<file path="config.mk">
export PLATFORM = sky130hd
export DESIGN_NAME = io_fwd_bridge
export DESIGN_NICKNAME = d
export VERILOG_FILES = /design/src/rtl/iob_pkg.sv /design/src/rtl/iob_ctrl_reg.sv /design/src/rtl/iob_io_decode.sv /design/src/rtl/iob_err_gate.sv /design/src/rtl/io_fwd_bridge.sv
export SDC_FILE = /design/constraint.sdc
export NUM_CORES = 1
export LEC_CHECK = 0
export BUFFER_PORTS_ARGS = -buffer_cell sky130_fd_sc_hd__clkbuf_2
export CORE_MARGIN = 3
export CORE_UTILIZATION = 31
export DETAILED_ROUTE_END_ITERATION = 10
export PLACE_DENSITY = 0.75
export SYNTH_ARGS = -nofsm -noshare
export SYNTH_HDL_FRONTEND = slang
export SYNTH_SLANG_ARGS = --single-unit
export TNS_END_PERCENT = 100
</file>
<file path="constraint.sdc">
create_clock -name clk_i -period 0.89 [get_ports clk_i]
set_input_delay 0.089 -clock clk_i [delete_from_list [all_inputs] [get_ports clk_i]]
set_output_delay 0.089 -clock clk_i [all_outputs]
set_load 0.02 [all_outputs]
</file>
<file path="src/rtl/iob_pkg.sv">
package iob_pkg;
  localparam int CTRL_W   = 16;
  localparam int B_PERR   = 0;
  localparam int B_SERR   = 1;
  localparam int B_ISA    = 2;
  localparam int B_VGA    = 3;
  localparam int B_VGA16  = 4;
  localparam int B_HRST   = 6;
  localparam logic [CTRL_W-1:0] RW_MASK = 16'h005F;
  localparam logic [9:0] VGA_A_LO = 10'h3B0;
  localparam logic [9:0] VGA_A_HI = 10'h3BB;
  localparam logic [9:0] VGA_B_LO = 10'h3C0;
  localparam logic [9:0] VGA_B_HI = 10'h3DF;
endpackage

</file>
<file path="src/rtl/iob_ctrl_reg.sv">
module iob_ctrl_reg
  import iob_pkg::*;
#(
  parameter int CFG_AW = 8,
  parameter logic [CFG_AW-1:0] CTRL_OFS = 8'h3E
) (
  input  logic              clk_i,
  input  logic              rst_ni,
  input  logic              cfg_we_i,
  input  logic [CFG_AW-1:0] cfg_addr_i,
  input  logic [CTRL_W-1:0] cfg_wdata_i,
  output logic [CTRL_W-1:0] cfg_rdata_o,
  output logic [CTRL_W-1:0] ctrl_o,
  output logic              hot_rst_pulse_o
);
  logic [CTRL_W-1:0] ctrl_q;
  logic              hit, wr;

  assign hit = (cfg_addr_i == CTRL_OFS);
  assign wr  = cfg_we_i && hit;

  always_ff @(posedge clk_i or negedge rst_ni) begin
    if (!rst_ni) begin
      ctrl_q          <= '0;
      hot_rst_pulse_o <= 1'b0;
    end else begin
      hot_rst_pulse_o <= wr && cfg_wdata_i[B_HRST] && !ctrl_q[B_HRST];
      if (wr) ctrl_q <= cfg_wdata_i & RW_MASK;
    end
  end

  assign ctrl_o      = ctrl_q;
  assign cfg_rdata_o = hit ? ctrl_q : '0;

  p_wr_back_r3: assert property (@(posedge clk_i) disable iff (!rst_ni)
    wr |=> ctrl_q == ($past(cfg_wdata_i) & RW_MASK));
  p_hold_r2: assert property (@(posedge clk_i) disable iff (!rst_ni)
    !wr |=> $stable(ctrl_q));
  p_pulse_r4: assert property (@(posedge clk_i) disable iff (!rst_ni)
    hot_rst_pulse_o |-> ctrl_q[B_HRST]);
  p_pulse_once_r4: assert property (@(posedge clk_i) disable iff (!rst_ni)
    hot_rst_pulse_o |=> !hot_rst_pulse_o || !$stable(ctrl_q));
endmodule

</file>
<file path="src/rtl/iob_io_decode.sv">
module iob_io_decode
  import iob_pkg::*;
#(
  parameter int IO_AW   = 16,
  parameter int WIN_LSB = 12,
  localparam int WIN_W  = IO_AW - WIN_LSB
) (
  input  logic             clk_i,
  input  logic             rst_ni,
  input  logic             isa_en_i,
  input  logic             vga_en_i,
  input  logic             vga16_i,
  input  logic [WIN_W-1:0] base_i,
  input  logic [WIN_W-1:0] limit_i,
  input  logic             req_valid_i,
  input  logic [IO_AW-1:0] req_addr_i,
  output logic             fwd_o
);
  logic [WIN_W-1:0] page;
  logic [9:0]       low10;
  logic             in_win, isa_drop, vga_rng, vga_hi_ok, vga_hit, claim;

  assign page   = req_addr_i[IO_AW-1:WIN_LSB];
  assign low10  = req_addr_i[9:0];
  assign in_win = (page >= base_i) && (page <= limit_i);
  // upper 768 bytes of each 1 KB block
  assign isa_drop = isa_en_i && (req_addr_i[9:8] != 2'b00);

  assign vga_rng   = ((low10 >= VGA_A_LO) && (low10 <= VGA_A_HI)) ||
                     ((low10 >= VGA_B_LO) && (low10 <= VGA_B_HI));
  assign vga_hi_ok = !vga16_i || (req_addr_i[IO_AW-1:10] == '0);
  assign vga_hit   = vga_en_i && vga_rng && vga_hi_ok;

  assign claim = vga_hit || (in_win && !isa_drop);

  always_ff @(posedge clk_i or negedge rst_ni) begin
    if (!rst_ni) fwd_o <= 1'b0;
    else         fwd_o <= req_valid_i && claim;
  end

  p_idle_r11: assert property (@(posedge clk_i) disable iff (!rst_ni)
    !req_valid_i |=> !fwd_o);
  p_empty_win_r5: assert property (@(posedge clk_i) disable iff (!rst_ni)
    (req_valid_i && !vga_en_i && (base_i > limit_i)) |=> !fwd_o);
  p_isa_r6: assert property (@(posedge clk_i) disable iff (!rst_ni)
    (req_valid_i && !vga_en_i && isa_en_i && req_addr_i[9:8] != 2'b00) |=> !fwd_o);
endmodule

</file>
<file path="src/rtl/iob_err_gate.sv">
module iob_err_gate #(
  parameter int NERR = 3
) (
  input  logic            clk_i,
  input  logic            rst_ni,
  input  logic            serr_en_i,
  input  logic [NERR-1:0] err_msg_i,
  input  logic [NERR-1:0] err_cls_en_i,
  output logic            serr_o
);
  logic [NERR-1:0] pass;

  for (genvar g = 0; g < NERR; g++) begin : g_cls
    assign pass[g] = err_msg_i[g] && err_cls_en_i[g];
  end

  always_ff @(posedge clk_i or negedge rst_ni) begin
    if (!rst_ni) serr_o <= 1'b0;
    else         serr_o <= serr_en_i && (|pass);
  end

  p_serr_off_r10: assert property (@(posedge clk_i) disable iff (!rst_ni)
    !serr_en_i |=> !serr_o);
  p_serr_masked_r10: assert property (@(posedge clk_i) disable iff (!rst_ni)
    ((err_msg_i & err_cls_en_i) == '0) |=> !serr_o);
endmodule

</file>
<file path="src/rtl/io_fwd_bridge.sv">
module io_fwd_bridge
  import iob_pkg::*;
#(
  parameter int CFG_AW  = 8,
  parameter logic [CFG_AW-1:0] CTRL_OFS = 8'h3E,
  parameter int IO_AW   = 16,
  parameter int WIN_LSB = 12,
  parameter int NERR    = 3,
  localparam int WIN_W  = IO_AW - WIN_LSB
) (
  input  logic              clk_i,
  input  logic              rst_ni,
  input  logic              cfg_we_i,
  input  logic [CFG_AW-1:0] cfg_addr_i,
  input  logic [CTRL_W-1:0] cfg_wdata_i,
  output logic [CTRL_W-1:0] cfg_rdata_o,
  input  logic [WIN_W-1:0]  io_base_i,
  input  logic [WIN_W-1:0]  io_limit_i,
  input  logic              req_valid_i,
  input  logic [IO_AW-1:0]  req_addr_i,
  output logic              fwd_o,
  output logic              hot_rst_req_o,
  output logic              hot_rst_pulse_o,
  input  logic [NERR-1:0]   err_msg_i,
  input  logic [NERR-1:0]   err_cls_en_i,
  output logic              serr_o
);
  logic [CTRL_W-1:0] ctrl;

  iob_ctrl_reg #(.CFG_AW(CFG_AW), .CTRL_OFS(CTRL_OFS)) i_ctrl (
    .clk_i, .rst_ni, .cfg_we_i, .cfg_addr_i, .cfg_wdata_i, .cfg_rdata_o,
    .ctrl_o(ctrl), .hot_rst_pulse_o
  );

  iob_io_decode #(.IO_AW(IO_AW), .WIN_LSB(WIN_LSB)) i_dec (
    .clk_i, .rst_ni,
    .isa_en_i(ctrl[B_ISA]), .vga_en_i(ctrl[B_VGA]), .vga16_i(ctrl[B_VGA16]),
    .base_i(io_base_i), .limit_i(io_limit_i),
    .req_valid_i, .req_addr_i, .fwd_o
  );

  iob_err_gate #(.NERR(NERR)) i_err (
    .clk_i, .rst_ni, .serr_en_i(ctrl[B_SERR]),
    .err_msg_i, .err_cls_en_i, .serr_o
  );

  assign hot_rst_req_o = ctrl[B_HRST];

  p_rst_lvl_r4: assert property (@(posedge clk_i) disable iff (!rst_ni)
    $rose(hot_rst_req_o) |-> hot_rst_pulse_o);
endmodule

</file>
# After elaboration in Yosys (flattened, before gate mapping)
# Cells that the tools add are included.
totals:
  ff_bits: 9
  output_inout_bits: 20
  word_cells: 36
  inputBits: 58
classes:
  reduce_logical: 24
  order_cmp: 6
  n_eq_ne: 1
  n_mux: 1
ops:
  columns: ["op", "n"]
  rows:
  - ["10-bit greater-or-equal comparator (second input constant)", 2]
  - ["10-bit less-or-equal comparator (second input constant)", 2]
  - ["1-bit logical AND", 15]
  - ["8-bit by 6-bit == test with 1-bit output (second input constant)", 1]
  - ["7-bit two-way mux", 1]
  - ["6-bit zero test", 1]
  - ["4-bit greater-or-equal comparator", 1]
  - ["4-bit less-or-equal comparator", 1]
  - ["1-bit zero test", 3]
  - ["1-bit logical OR", 3]
  - ["3-bit OR reduction", 1]
  - ["2-bit nonzero test", 1]

# Longest topological paths before layout
# Gate-level depths: netlist of run 1.
depth:
  ltp_word: 7
  depth_mapped: 6
  ltp_nobuf: 6

# Hierarchy
# From an unflattened synthesis of run 1, not the netlist that was laid out.
hier_totals:
  hier_cells: 87
  area_unflattened_um2: 847.1
by_module_without_submodules:
  columns: ["module", "n_inst", "area_each_um2", "cells_per_inst", "seq_area_each_um2"]
  rows:
  - ["iob_ctrl_reg", 1, 514.2, 48, 175.2]
  - ["iob_io_decode", 1, 291.5, 36, 25.0]
  - ["iob_err_gate", 1, 41.3, 3, 25.0]

# Least setup slack after synthesis of run 1
# Ideal clock, no wire load.
synth_path:
  path_type: "input -> register"
  start: "in req_addr_i[12]"
  end: "reg i_dec.fwd_o"
  path_slack_ns: -0.300
  path_buffers: 0
  t_required_ns: 0.764
  path_stages: 6
  t_arrival_ns: 1.064
  setup_ns: 0.126
  path_cell_list: "inv_1 ha_1 nand2b_1 a2111oi_0 a211o_1 o21ai_0"
synth_between:
  elab_chain_cells: 5
  elab_cells_between_ends: 9
  classes_between: "order compare (2); reduce/logical (7)"
synth_rtl:
  columns: ["element", "line_no", "source"]
  rows:
  - ["start: declaration", "io_fwd_bridge.sv:20", "input logic [IO_AW-1:0] req_addr_i,"]
  - ["4-bit greater-or-equal comparator, or another cell as far along", "iob_io_decode.sv:25", "assign in_win = (page >= base_i) && (page <= limit_i);"]
  - ["1-bit logical AND / 1-bit logical OR (equally long branches)", "iob_io_decode.sv:25, iob_io_decode.sv:31", null]
  - ["1-bit logical AND, on equally long branches", "iob_io_decode.sv:34, iob_io_decode.sv:32", null]
  - ["1-bit logical OR (*)", "iob_io_decode.sv:34", "assign claim = vga_hit || (in_win && !isa_drop);"]
  - ["1-bit logical AND (*)", "iob_io_decode.sv:38", "else fwd_o <= req_valid_i && claim;"]
  - ["end signal: assignment", "iob_io_decode.sv:38", null]
  - ["end: declaration", "iob_io_decode.sv:17", "output logic fwd_o"]
# Every way passes the cells marked *; elsewhere a longest branch is shown, timed or not.
# A chain may end at the register's enable or synchronous reset.

# Worst setup path in the final report of run 1
layout_path:
  start: "reg i_ctrl.ctrl_q[2] (netlist: i_ctrl.ctrl_o[2])"
  end: "out cfg_rdata_o[2]"
layout_between:
  elab_chain_cells: 1
layout_rtl:
  columns: ["element", "line_no", "source"]
  rows:
  - ["start: declaration", "iob_ctrl_reg.sv:16", "logic [CTRL_W-1:0] ctrl_q;"]
  - ["start signal: assignment", "iob_ctrl_reg.sv:28", "if (wr) ctrl_q <= cfg_wdata_i & RW_MASK;"]
  - ["7-bit two-way mux", "iob_ctrl_reg.sv:33", "assign cfg_rdata_o = hit ? ctrl_q : '0;"]
  - ["end: declaration", "io_fwd_bridge.sv:16", "output logic [CTRL_W-1:0] cfg_rdata_o,"]
# No other way between the ends.

==> summary.md, run 1 <==
| Metric | Value |
|---|---|
| Cell leakage power | 0.717 nW |
| Floorplan die width | 55.3 um |
| Slowest cell on the critical path | dfrtp_1 |
| Nets | about 210 |
| Pins Over Slew Limit | 0 |
| DRT iter0 DRCs | 15 |
| DIE HEIGHT | 55.3 um |
| Largest net degree at the start of global routing | 10 |
| CTS tree | done |
| I/O Buffers | 55 |
| Die area | around 3100 sq um |
| Switching Share | 0.295 |
| First-pass GRT wire length | between 3000 and 4000 um |
| Buf/Inv on CP | 1 |
| Antenna viol nets, final | 0 |
| DRC errors left | 0 |
| Wire per inst | about 13 um |
| CTS root buffer | clkbuf_4 |
| I/O Pins | 78 |
| Clk pin slew, worst setup/hold paths | 0.07 ns |
| Starting Density | 0.334 |
| Power density over the cells | 877 nW/um^2 |
| Via-to-Cell Ratio | ~4.6 |
| PnR Total Power | roughly 1.1 mW |
| R2r setup slk | -0.09 ns |
| First drt pass iteration count | 4 |
| FFs w/ async S/R, synth | 1.00 |
| Gate power share | 0.328 |
| Seq/Total Area, Yosys | 0.299 |
| Synth Flop Type | dfrtp_1 |
| Critical Path Max Stage Delay | 0.39 ns |
| GRT Overall Usage | 0.134 |
| Period utilisation layout | 1.15 |
| Minimum clock period | approximately 1 ns |
| Max Root-Sink Buffers | 2 |
| RD Place Congestion | between 0.7 and 0.8 |
| Switching Power | 0.331 mW |
| Syn Area/Cell | between 10 and 15 sq um |
| Most frequent cells in the layout | clkbuf_2, conb_1, dfrtp_1, ha_1 |
| Diodes inserted | 0 |
| Layout area overhead | 69.6% |
| Rows | 17 |
| Commonest non-fill, non-tap cell in the layout | clkbuf_2 |
| Final HPWL DP | about 1800 um |
| Worst Path Class, Setup | register to output pin |
| CORE AREA | 2250 sq um |
| Status | finished with violations |
| Max cap viols | 0 |
| Fin worst setup slack | -0.133 ns |
| CP top delay family | flip-flops |
| Via Count | between 700 and 800 |
| Worst hold path class | input pin to register |
| Initial antenna violation count | 0 |
| Placed Area | approximately 1100 sq um |
| Synthesized flop and latch total | 9 |
| Grt ovf | 0 |
| Number of CTS-inserted buffers | 3 |
| Fmax | between 0.9 and 1 GHz |
| Clk_skew | between 0.0001 and 0.00015 ns |
| Vias in the first global route | roughly 800 |
| Setup Viol. Count Final | 14 |
| Synthesized cell area | 753 sq um |
| Post-Synthesis Cells | 73 |
| CP Capture Type | output pin |
| Share of power burned in registers | 0.390 |
| Design area | roughly 1300 sq um |
| Number of synthesized flops with an enable pin | 0 |
| Hold Fails Final Rpt | 0 |
| Ratio of cells with drive above 1 in the final layout | 0.627 |
| Failing checks | negative setup slack |
| Clk Latency, worst-skew pair | about 0.26 ns |
| Max IR drop VDD | ~0.00060 V |
| Distinct cells, synth | 27 |
| CP Cell Sequence | and2_4 -> buf_8 |
| CP Launch Type | register |
| Cell internal pwr | 0.790 mW |
| CP max FO | 3 |
| H-tree depth | 1 |
| WP data required | 0.80 ns |
| RSZ-0062 raised after global routing | true |
| TritonCTS Sinks | 9 |
| Detailed Route WL | 2130 um |
| Yosys Warn Count | 0 |
| Power share of the clock group | 0.282 |
| Arrival time of the worst setup path | between 0.9 and 1 ns |
power by group through the flow:
| stage | clock, mW | sequential [mW] | combinational, mW |
|---|---|---|---|
| 2_1_floorplan | 0 | 0.451 | 0.183 |
| 3_3_place_gp | 0 | 0.444 | 0.309 |
| 3_5_place_dp | 0 | 0.444 | 0.324 |
| 4_1_cts | 0.319 | 0.435 | 0.363 |
| 5_1_grt | 0.356 | 0.439 | 0.400 |
| 6_report | 0.316 | 0.437 | 0.368 |
logic make-up after synthesis:
family,Yosys count,synth area share
AOI/OAI and AO/OA,9,0.0864
adders and majority gates,8,0.133
buffers and inverters,17,0.135
DFF,9,0.299
muxes,7,0.105
other,1,0.00498
and+or+nand+nor,22,0.238
what timing repair did:
action | in CTS | in global routing
cloned | 0 | 0
endpoints found under the hold margin | 9 | 0
hold buffers | 1 | 0
setup buffers | 4 | 0
pin swaps | 9 | 1
endpoints found under the setup margin | 14 | 17
resized for setup | 29 | 12
synthesized netlist by cell type, drive strengths merged, types with 2 or more instances:
cell | number | area share
and2 | 6 | 0.060
buf | 10 | 0.10
dfrtp | 9 | 0.30
nand3 | 3 | 0.020
mux2 | 7 | 0.10
nand2 | 3 | 0.025
o21ai | 2 | 0.013
ha | 8 | 0.13
inv | 7 | 0.035
nand4 | 2 | 0.017
nand4b | 2 | 0.043
metal layers:
layer,wire length [um],global-route usage,vias to the layer above
li1,-,-,383
met1,762,0.143,359
met2,1200,0.252,38
met3,131,0.0257,6
met4,43,0.0556,0
met5,0,0,-
final timing paths:
path | from | cells past startpoint | end
worst max-delay path | i_ctrl.ctrl_o[2] | 2 | cfg_rdata_o[2]
worst min-delay path | cfg_wdata_i[1] | 2 | i_ctrl.ctrl_o[1]
worst max register to register | i_ctrl.ctrl_o[2] | 4 | i_dec.fwd_o
worst min register to register | i_ctrl.ctrl_o[1] | 1 | i_err.serr_o
max in group asynchronous | rst_ni | 2 | i_dec.fwd_o
min in group asynchronous | rst_ni | 2 | i_ctrl.ctrl_o[6]
worst register-to-register path: stages, from the launching register on:
cell and delay [ns]:
dfrtp_1 0.39, o21ai_1 0.09, o211ai_1 0.10, a211o_1 0.23, o21ai_1 0.09
state kept, by name, indices dropped and copies added (netlist names):
register,count
i_ctrl.hot_rst_pulse_o,1
i_dec.fwd_o,1
i_err.serr_o,1
i_ctrl.ctrl_o,6
through the flow:
| step | instances | setup TNS [ns] | utilization | setup slack, ns | hold slack (ns) |
|---|---|---|---|---|---|
| floorplan | 82 | -1.88 | - | -0.211 | -0.207 |
| global placement | 161 | -3.85 | 0.479 | -0.349 | -0.0484 |
| detailed placement | 161 | -4.39 | 0.479 | -0.442 | -0.0450 |
| CTS | 170 | -1.59 | 0.558 | -0.149 | 0.0596 |
| finish | 170 | -1.38 | 0.567 | -0.133 | 0.0573 |
| global route | 170 | -2.15 | 0.567 | -0.180 | 0.0481 |
area by class of cell:
class | count | area [sq um]
Fill cell | 191 | 977
Multi-Input combinational cell | 56 | 517
Timing Repair Buffer | 66 | 448
Sequential cell | 9 | 225
Tap cell | 28 | 35.0
Clock buffer | 4 | 26.3
Inverter | 7 | 26.3
(Power assumes the default switching activity.)
==> inputs of run 2 (changes only) <==
RECOVER_POWER = 100   (was not set)
==> summary.md, run 2 (same netlist as run 1, synthesis figures left out) <==
| Metric | Value |
|---|---|
| Worst hold path class | input pin to register |
| Arrival time of the worst setup path | 0.93 ns |
| CORE AREA | 2250 sq um |
| Status | finished with violations |
| Diodes inserted | 0 |
| Floorplan die width | ~55 um |
| Critical Path Max Stage Delay | roughly 0.39 ns |
| CTS tree | done |
| Final HPWL DP | between 1500 and 2000 um |
| Starting Density | 0.334 |
| PnR Total Power | 1.12 mW |
| Fmax | 0.981 GHz |
| Switching Power | roughly 0.33 mW |
| Clk pin slew, worst setup/hold paths | 0.07 ns |
| Grt ovf | 0 |
| Buf/Inv on CP | 1 |
| Ratio of cells with drive above 1 in the final layout | 0.620 |
| Wire per inst | roughly 13 um |
| Detailed Route WL | between 2000 and 2500 um |
| Max cap viols | 0 |
| Slowest cell on the critical path | dfrtp_1 |
| Initial antenna violation count | 0 |
| Max IR drop VDD | ~0.0006 V |
| Max reg flops | 6 |
| Gate power share | 0.329 |
| Worst Tran Pin Value | slightly above 0.5 ns |
| First drt pass iteration count | 4 |
| Vias in the first global route | ~810 |
| Die area | 3060 sq um |
| Period utilisation layout | 1.15 |
| Clk Latency, worst-skew pair | roughly 0.26 ns |
| CP Cell Sequence | and2_4 -> buf_8 |
| Layout area overhead | 69.4% |
| Minimum clock period | ~1.0 ns |
| Largest net degree at the start of global routing | 10 |
| DRC errors left | 0 |
| DRT iter0 DRCs | 18 |
| Max Root-Sink Buffers | 2 |
| Hold Fails Final Rpt | 0 |
| Cell leakage power | around 0.7 nW |
| WP data required | approximately 0.80 ns |
| Via-to-Cell Ratio | 4.65 |
| Setup Viol. Count Final | 14 |
| Share of power burned in registers | 0.391 |
| RD Place Congestion | roughly 0.76 |
| Clk_skew | ~0.00013 ns |
| GRT Overall Usage | 0.134 |
| Switching Share | 0.293 |
| H-tree depth | 1 |
| Antenna viol nets, final | 0 |
| CP top delay family | flip-flops |
| Most frequent cells in the layout | clkbuf_2, conb_1, dfrtp_1, ha_1 |
| Pins Over Slew Limit | 0 |
| Failing checks | negative setup slack |
| CP Capture Type | output pin |
| CTS root buffer | clkbuf_4 |
| CP Launch Type | register |
| TritonCTS Sinks | 9 |
| Nets | around 210 |
| Via Count | just under 800 |
| Power density over the cells | 875 nW/um^2 |
| First-pass GRT wire length | between 3000 and 4000 um |
| Fillers | 192 |
| CP max FO | 3 |
| Worst slack at placement | -0.442 ns |
| Worst Path Class, Setup | register to output pin |
| Inst Count DP | 161 |
| Non-filler cells, final | 170 |
| Power share of the clock group | 0.280 |
| I/O Buffers | 55 |
| Rows | 17 |
| Number of CTS-inserted buffers | 3 |
| Slew headroom | 0.663 |
| Sequential standard cell area | approximately 230 sq um |
| Cell internal pwr | around 0.79 mW |
| Fin worst setup slack | -0.130 ns |
| I/O Pins | 78 |
| Commonest non-fill, non-tap cell in the layout | clkbuf_2 |
| Multi-input logic area | 517 sq um |
| DIE HEIGHT | roughly 55 um |
| RSZ-0062 raised after global routing | true |
| Setup TNS | -1.38 ns |
## run 2: cell types whose count changed in the layout (fill, tap and decap cells not counted)
cell | previous run | this run
clkbuf_2 | 46 | 45
clkbuf_1 | 1 | 2
## run 2: final timing paths
path / end / cells after the start / startpoint / slack (ns)
max in group asynchronous: i_dec.fwd_o / 2 / rst_ni / 0.22
min reg2reg: i_err.serr_o / 1 / i_ctrl.ctrl_o[1] / 0.52
min: i_ctrl.ctrl_o[1] / 2 / cfg_wdata_i[1] / 0.06
max: cfg_rdata_o[2] / 2 / i_ctrl.ctrl_o[2] / -0.13
max reg2reg: i_dec.fwd_o / 4 / i_ctrl.ctrl_o[2] / -0.09
min in group asynchronous: i_ctrl.ctrl_o[6] / 2 / rst_ni / 0.33
## run 2: timing repair
action,in CTS,in global routing
endpoints found under the hold margin,9,0
cloned,0,0
hold buffers,1,0
pin swaps,9,1
endpoints found under the setup margin,14,17
gates resized for setup,29,12
setup buffers,4,0
## run 2: power groups by stage
stage,clock network (mW),registers [mW],logic [mW]
4_1_cts,0.319,0.435,0.363
3_5_place_dp,0,0.444,0.324
2_1_floorplan,0,0.451,0.183
3_3_place_gp,0,0.444,0.309
5_1_grt,0.356,0.439,0.399
6_report,0.313,0.437,0.367
## run 2: area by class of cell
type,count,share of cell area
clock buffers,4,0.0206
inverters,7,0.0206
flip-flops and latches,9,0.176
repair buffers,66,0.350
well taps,28,0.0275
multi-input cells,56,0.405
## run 2: layer usage
| metal | vias up | wire, um | GRT usage |
|---|---|---|---|
| met1 | 361 | 754 | 0.143 |
| met4 | 0 | 43 | 0.0556 |
| li1 | 383 | - | - |
| met3 | 6 | 137 | 0.0257 |
| met2 | 40 | 1200 | 0.252 |
| met5 | - | 0 | 0 |
## run 2: through the flow
stage                util  instance area [sq um]  hold WS [ns]
floorplan               -                    801        -0.207
global placement    0.479                   1080       -0.0484
detailed placement  0.479                   1080       -0.0450
CTS                 0.558                   1260        0.0596
global route        0.566                   1280        0.0481
finish              0.566                   1280        0.0574
==> inputs of run 3 (changes only) <==
BUFFER_PORTS_ARGS = not set   (was -buffer_cell sky130_fd_sc_hd__clkbuf_2)
CORE_UTILIZATION = 55   (was 31)
DONT_BUFFER_PORTS = 1   (was not set)
PLACE_DENSITY = 0.7   (was 0.75)
SKIP_LAST_GASP = 1   (was not set)
clock period = 0.97 ns   (was 0.89 ns; I/O delays follow)
==> summary.md, run 3 (same netlist as run 1, synthesis figures left out) <==
| Metric | Value |
|---|---|
| Power share of the clock group | 0.317 |
| Design area | 915 sq um |
| CTS root buffer | clkbuf_4 |
| R2r setup slk | -0.02 ns |
| Max reg flops | 6 |
| Setup Viol. Count Final | 2 |
| Starting Density | 0.635 |
| CP max FO | 2 |
| Pins Over Slew Limit | 0 |
| Period utilisation layout | 1.04 |
| H-tree depth | 1 |
| Arrival time of the worst setup path | 0.92 ns |
| Detailed Route WL | 1650 um |
| RD Place Congestion | between 0.7 and 0.8 |
| WP data required | slightly below 0.9 ns |
| R2R Path End | i_dec.fwd_o |
| CTS tree | done |
| R2r startpoint | i_ctrl.ctrl_o[2] |
| CP Launch Point | i_ctrl.ctrl_o[2] |
| TritonCTS Sinks | 9 |
| Minimum clock period | 1.01 ns |
| Share of power burned in registers | 0.451 |
| First drt pass iteration count | 4 |
| Switching Power | roughly 0.25 mW |
| Clk pin slew, worst setup/hold paths | ~0.06 ns |
| Floorplan die width | 43.0 um |
| CP Launch Type | register |
| First-pass GRT wire length | about 2400 um |
| Status | finished with violations |
| Cell internal pwr | approximately 0.65 mW |
| Most frequent cells in the layout | conb_1, dfrtp_1, ha_1, dlygate4sd3_1 |
| Clk Latency, worst-skew pair | approximately 0.26 ns |
| Initial antenna violation count | 0 |
| Cell leakage power | 0.474 nW |
| Worst Path Class, Setup | register to output pin |
| Gate power share | 0.232 |
| Nets | ~160 |
| Layout area overhead | 21.4% |
| Hold Fails Final Rpt | 0 |
| DRT iter0 DRCs | 10 |
| Commonest non-fill, non-tap cell in the layout | conb_1 |
| I/O Pins | 78 |
| Max Root-Sink Buffers | 2 |
| Antenna viol nets, final | 0 |
| Via Count | 581 |
| Diodes inserted | 0 |
| DIE HEIGHT | roughly 43 um |
| RSZ-0062 raised after global routing | true |
| Largest net degree at the start of global routing | 10 |
| Die area | between 1500 and 2000 sq um |
| Switching Share | 0.278 |
| DRC errors left | 0 |
| Vias in the first global route | 544 |
| Via-to-Cell Ratio | 5.53 |
| Fin worst setup slack | -0.0433 ns |
| CORE AREA | ~1200 sq um |
| Fmax | roughly 1 GHz |
| Final HPWL DP | between 1000 and 1500 um |
| CP Capture Type | output pin |
| Number of CTS-inserted buffers | 3 |
| Power density over the cells | a little under 1000 nW/um^2 |
| Max cap viols | 0 |
| Placed Area | approximately 800 sq um |
| Worst hold path class | input pin to register |
| Worst Reg2Reg Path Length in Cells | 4 |
| I/O Buffers | 0 |
| Max IR drop VDD | between 0.0007 and 0.0008 V |
| Wire per inst | between 15 and 20 um |
| Critical Path End | cfg_rdata_o[2] |
| Grt ovf | 0 |
| Clk_skew | just over 0.007 ns |
| Failing checks | negative setup slack |
| PnR Total Power | between 0.9 and 1 mW |
| Rows | 12 |
| GRT Overall Usage | 0.173 |
| Ratio of cells with drive above 1 in the final layout | 0.308 |
## run 3: cell type report
cell class | instances | area, sq um
Inverter | 7 | 26.3
Sequential cell | 9 | 225
Clock buffer | 4 | 26.3
Multi-Input combinational cell | 56 | 487
Fill cell | 79 | 272
Timing Repair Buffer | 15 | 133
Tap cell | 14 | 17.5
## run 3: timing repair
item / in CTS / in global routing
setup endpoints to repair: 7 / 14
hold buffers: 7 / 1
setup buffers: 1 / 1
gates resized for setup: 6 / 3
endpoints found under the hold margin: 15 / 1
pin swaps: 6 / 2
## run 3: how the worst min path moves through the flow
stage	from	end	slack (ns)	cells past startpoint
after CTS	cfg_wdata_i[6]	i_ctrl.ctrl_o[6]	0.002	1
after global routing	req_addr_i[7]	i_dec.fwd_o	0.008	2
after global placement	rst_ni	i_ctrl.ctrl_o[6]	-0.20	0
after floorplan	rst_ni	i_ctrl.ctrl_o[0]	-0.20	0
final	req_addr_i[7]	i_dec.fwd_o	0.002	2
after detailed placement	rst_ni	i_ctrl.hot_rst_pulse_o	-0.20	0
## run 3: power by group through the flow
stage / Combinational (mW) / Clock, mW / Sequential (mW)
finish: 0.211 / 0.287 / 0.409
global route: 0.234 / 0.326 / 0.412
CTS: 0.202 / 0.293 / 0.409
detailed placement: 0.172 / 0 / 0.415
global placement: 0.163 / 0 / 0.415
floorplan: 0.167 / 0 / 0.414
## run 3: critical path, cell delays in order (launching register included)
cell and delay (ns):
dfrtp_1 0.38, buf_6 0.12, and2_4 0.17
## run 3: layer usage
| layer | track usage | wire (um) | vias to the layer above |
|---|---|---|---|
| li1 | - | - | 279 |
| met1 | 0.208 | 595 | 256 |
| met2 | 0.287 | 824 | 44 |
| met3 | 0.0720 | 227 | 2 |
| met4 | 0.0361 | 6 | 0 |
| met5 | 0 | 0 | - |
## run 3: through the flow
stage | hold slack, ns | cells | worst slack (ns) | setup TNS [ns] | util
CTS | 0.00157 | 103 | -0.0678 | -0.396 | 0.752
detailed placement | -0.198 | 91 | -0.277 | -1.86 | 0.658
finish | 0.00212 | 105 | -0.0433 | -0.0652 | 0.771
global placement | -0.198 | 91 | -0.194 | -1.53 | 0.658
floorplan | -0.199 | 82 | -0.139 | -0.982 | -
global route | 0.00830 | 105 | -0.0760 | -0.403 | 0.771
